File: src/rtl/wdog_escalator.sv
module wdog_escalator #(
  parameter int TB_W     = 64,
  parameter bit EXT_MODE = 1'b0,
  parameter int PER0     = 16,
  parameter int PER1     = 20,
  parameter int PER2     = 24,
  parameter int PER3     = 28
) (
  input  logic            clk,
  input  logic            rst_n,
  input  logic [TB_W-1:0] tbase,
  input  logic            ctl_we,
  input  logic [31:0]     ctl_wdata,
  input  logic            sts_clr_we,
  input  logic [31:0]     sts_clr_data,
  output logic [31:0]     ctl_q,
  output logic [31:0]     sts_q,
  output logic            wd_irq,
  output logic            rst_req,
  output logic [1:0]      rst_kind
);
  localparam int IDX_W = $clog2(TB_W);

  logic [1:0]       per_code, rst_ctl, wrs;
  logic [3:0]       per_ext;
  logic             irq_en, armed, wis, sel_q;
  logic [IDX_W-1:0] idx;
  logic             sel, expiry, fire;
  logic             clr_armed, clr_wis;
  logic [1:0]       clr_wrs;
  logic             unused_bits;

  generate
    if (EXT_MODE) begin : g_ext
      logic [5:0] code;
      assign code = {per_ext, per_code};
      assign idx  = IDX_W'(6'd63 - code);
    end else begin : g_tbl
      always_comb begin
        case (per_code)
          2'd0:    idx = IDX_W'(PER0);
          2'd1:    idx = IDX_W'(PER1);
          2'd2:    idx = IDX_W'(PER2);
          default: idx = IDX_W'(PER3);
        endcase
      end
    end
  endgenerate

  assign sel    = tbase[idx];
  assign expiry = sel & ~sel_q;
  assign fire   = expiry & armed & wis & (rst_ctl != 2'b00);

  assign clr_armed = sts_clr_we & sts_clr_data[31];
  assign clr_wis   = sts_clr_we & sts_clr_data[30];
  assign clr_wrs   = sts_clr_we ? sts_clr_data[29:28] : 2'b00;

  // a control write restarts edge tracking so a new bit choice cannot fake an expiry
  always_ff @(posedge clk) begin
    if (!rst_n)      sel_q <= 1'b1;
    else if (ctl_we) sel_q <= 1'b1;
    else             sel_q <= sel;
  end

  always_ff @(posedge clk) begin
    if (!rst_n) begin
      per_code <= '0;
      rst_ctl  <= '0;
      irq_en   <= 1'b0;
      per_ext  <= '0;
    end else if (ctl_we) begin
      per_code <= ctl_wdata[31:30];
      rst_ctl  <= ctl_wdata[29:28];
      irq_en   <= ctl_wdata[27];
      per_ext  <= ctl_wdata[20:17];
    end
  end

  always_ff @(posedge clk) begin
    if (!rst_n) begin
      armed    <= 1'b0;
      wis      <= 1'b0;
      wrs      <= '0;
      rst_req  <= 1'b0;
      rst_kind <= '0;
    end else begin
      armed   <= (armed & ~clr_armed) | (expiry & ~armed);
      wis     <= (wis & ~clr_wis) | (expiry & armed & ~wis);
      wrs     <= fire ? rst_ctl : (wrs & ~clr_wrs);
      rst_req <= fire;
      if (fire) rst_kind <= rst_ctl;
    end
  end

  assign ctl_q  = {per_code, rst_ctl, irq_en, 6'b0, per_ext, 17'b0};
  assign sts_q  = {armed, wis, wrs, 28'b0};
  assign wd_irq = wis & irq_en;

  assign unused_bits = ^{ctl_wdata[26:21], ctl_wdata[16:0], sts_clr_data[27:0]};
endmodule


File: config.mk
export PLATFORM = sky130hd
export DESIGN_NAME = wdog_escalator
export DESIGN_NICKNAME = d
export VERILOG_FILES = /design/src/rtl/wdog_escalator.sv
export SDC_FILE = /design/constraint.sdc
export NUM_CORES = 1
export LEC_CHECK = 0
export ABC_AREA = 1
export BUFFER_PORTS_ARGS = -buffer_cell sky130_fd_sc_hd__clkbuf_2
export CORE_AREA = 3 3 77 79
export CTS_BUF_LIST = sky130_fd_sc_hd__clkbuf_4 sky130_fd_sc_hd__clkbuf_8
export CTS_CLUSTER_SIZE = 16
export DETAILED_ROUTE_END_ITERATION = 8
export DIE_AREA = 0 0 80 82
export MAX_ROUTING_LAYER = met4
export PLACE_DENSITY = 0.64
export SYNTH_ARGS = -nofsm -noshare
export SYNTH_HDL_FRONTEND = slang
export SYNTH_SLANG_ARGS = --single-unit
File: constraint.sdc
create_clock -name clk -period 1.15 [get_ports clk]
set_input_delay 0.1725 -clock clk [delete_from_list [all_inputs] [get_ports clk]]
set_output_delay 0.1725 -clock clk [all_outputs]
set_load 0.1 [all_outputs]
==> impl_metrics.py <==
metrics = {
    "floorplanning": {
        "rows": 27,
        "core_um2": 5410,
        "num_io_pins": 200,
        "die_area_um2": 6560,
        "die_h_um": 82,
        "initial_core_util": 0.205,
        "die_x_um": 80,
    },
    "clock_tree": {
        "cts_max_path_buffers": 2,
        "cts_hold_buf": 0,
        "cts-root-buf": "clkbuf_8",
        "path_clk_slew_ns": 0.06,
        "clkSinkCount": 17,
        "tritoncts": "built",
        "cts_inserted_buffers": 3,
        "clkLatencyLatePin_ns": 0.24,
        "htreeDepth": 1,
    },
    "yosys": {
        "avgSynthCellArea_um2": 7.44,
        "synthCells": 149,
        "synth-seq-cells": 17,
        "ys_warn_count": 0,
        "synth_cell_types": 17,
        "synth_area_um2": 1110,
        "ys_seq_area_frac": 0.307,
    },
    "pwr": {
        "leakage_nw": 0.786,
        "vdd_drop_max_uv": 565,
        "powerDensity_nw_per_um2": 1420,
    },
    "sta": {
        "finalHoldViolCount": 0,
        "finalSetupViolCount": 3,
        "grt_setup_unrepaired": "yes",
        "max_freq_ghz": 0.846,
        "finalWorstSetupSlack_ns": -0.0314,
        "final_max_slew_viol_count": 0,
        "fin_crit_ns": 1.18,
        "fin_crit_sh": 1.03,
        "skew_ns": 0.000925,
    },
    "grt": {
        "antenna_found_initial": 0,
        "grt_pass1_wl_um": 3750,
        "grt_overflow_total": 0,
        "grt_max_degree": 14,
        "track_usage": 0.0743,
        "grt_pass1_vias": 805,
    },
    "route": {
        "vias": 899,
        "drc": 0,
        "drtPass1Iterations": 4,
        "wl_um": 2350,
        "via_per_inst": 3.41,
        "drt_iter0_markers": 43,
        "wire_per_inst_um": 8.91,
        "postRouteAntennaNets": 0,
    },
    "place": {
        "gp_congestion": 0.671,
        "portBuffers": 37,
        "pre_cts_ws_ns": 0.00622,
        "dp_hpwl_um": 1940,
    },
    "finish": {
        "seq_area_um2": 369,
        "antenna_cells": 0,
        "multi_input_area_um2": 520,
        "drive_gt1_frac": 0.396,
        "nNetsFinal": 325,
        "post-route-util": 0.293,
        "syn2layout_area_growth_pct": 42.9,
        "num-fill-cells": 600,
    },
    "run_status": {
        "violations": "setup timing",
        "status": "finished with violations",
    },
    "critical_path": {
        "required_ns": 0.98,
        "max_stage_delay_ns": 0.32,
        "cp_top_family": "buffers and inverters",
        "crit_buf_inv": 3,
        "crit_type": "reg2out",
        "worstSetupStartpointType": "flop",
        "slowest_stage": "dfxtp_2",
        "cp_data_arrival_time_ns": 1.01,
        "worst_setup_path_end_kind": "primary output",
        "critical_path_peak_fanout": 3,
        "worstPathCellList": "buf_6 -> nand2_4 -> clkinvlp_4 -> buf_12",
    },
    "flow_run": {
        "drv_cap": 0,
    },
    "worst_hold_path": {
        "hold_path_class": "in2reg",
    },
}
[per-stage QoR]
step | TNS [ns] | hold slack, ns | std cells | instance area, um2 | power [W]
final | -0.0534 | 0.146 | 264 | 1580 | 0.00225
after CTS | -0.0562 | 0.141 | 261 | 1550 | 0.00227
after floorplan | -0.232 | 0.301 | 199 | 1330 | 0.00176
after global routing | -0.647 | 0.157 | 264 | 1580 | 0.00236
after global placement | 0 | 0.397 | 255 | 1470 | 0.00179
after detailed placement | 0 | 0.402 | 255 | 1470 | 0.00179
[Yosys cell counts]
cell type,count,area [um2]
nand3_2,2,20.0
nand4_1,3,18.8
clkbuf_1,2,7.51
o211a_1,1,10.0
inv_1,10,37.5
o21ai_0,9,45.0
dfxtp_1,17,340
nor2_4,1,11.3
buf_4,54,405
nor2_1,17,63.8
nand2_2,1,6.26
nand2_1,16,60.1
nand3_1,5,25.0
a21oi_1,7,35.0
a21boi_0,2,15.0
conb_1,1,3.75
inv_2,1,3.75
[timing repair]
action	in CTS	in global routing
setup endpoints to repair	6	7
buffers inserted	2	3
endpoints found under the hold margin	0	0
pin swaps	0	4
resized for setup	6	3
[placed cells by master (no fill, tap or decap), types with 2 or more instances in the layout]
cell type | Yosys | final
buf_6 | 0 | 2
dfxtp_4 | 0 | 4
a21boi_0 | 2 | 2
nor2_1 | 17 | 17
nand3_1 | 5 | 5
clkbuf_2 | 0 | 20
nand2_2 | 1 | 4
dfxtp_2 | 0 | 11
buf_12 | 0 | 17
conb_1 | 1 | 51
inv_1 | 10 | 8
clkbuf_8 | 0 | 3
nand2_1 | 16 | 12
o21ai_0 | 9 | 9
nand3_2 | 2 | 2
dfxtp_1 | 17 | 2
nand4_1 | 3 | 3
buf_4 | 54 | 6
a21oi_1 | 7 | 6
[layer usage]
layer | global-route usage | vias up | wire length, um
li1 | - | 452 | -
met1 | 0.0961 | 389 | 980
met2 | 0.108 | 54 | 1080
met3 | 0.0208 | 4 | 261
met4 | 0.0304 | 0 | 31
met5 | - | - | 0
[registers in the layout, indices dropped and copies added, names as in the netlist, 2 cells and up]
signal and count:
wrs 2, rst_kind 2, rst_ctl 2, per_ext 4
per_code 2
[tightest hold or removal path: cells and delay by family]
kind / cells / cell delay, ns
buffers and inverters: 1 / 0.08
and+or+nand+nor: 2 / 0.11
[final timing paths]
path	start	depth (start not counted)	endpoint	slack [ns]
min	ctl_wdata[20]	3	per_ext[3]	0.15
min reg2reg	wis	2	wis	0.48
max reg2reg	per_code[0]	7	wrs[0]	-0.01
max	wis	4	wd_irq	-0.03
[power breakdown]
group / switching (W) / internal (W)
Combinational: 0.000984 / 0.000158
Clock: 0.000191 / 0.000269
Sequential: 0.0000367 / 0.000616
[kinds of logic (layout without fill, tap and decap cells)]
| kind of cell | after synthesis | in the layout | synth area share |
|---|---|---|---|
| buffers and inverters | 67 | 60 | 0.410 |
| and+or+nand+nor | 45 | 45 | 0.185 |
| AOI/OAI and AO/OA | 19 | 19 | 0.0948 |
| DFF | 17 | 17 | 0.307 |
| other | 1 | 51 | 0.00338 |
[area by class of cell]
cell class,count,area share
clock buffer,4,0.0308
inverter,11,0.0300
multi-input combinational,115,0.329
sequential,17,0.233
tap,72,0.0569
timing repair buffer,45,0.321
Power figures use the tool's default switching activity.
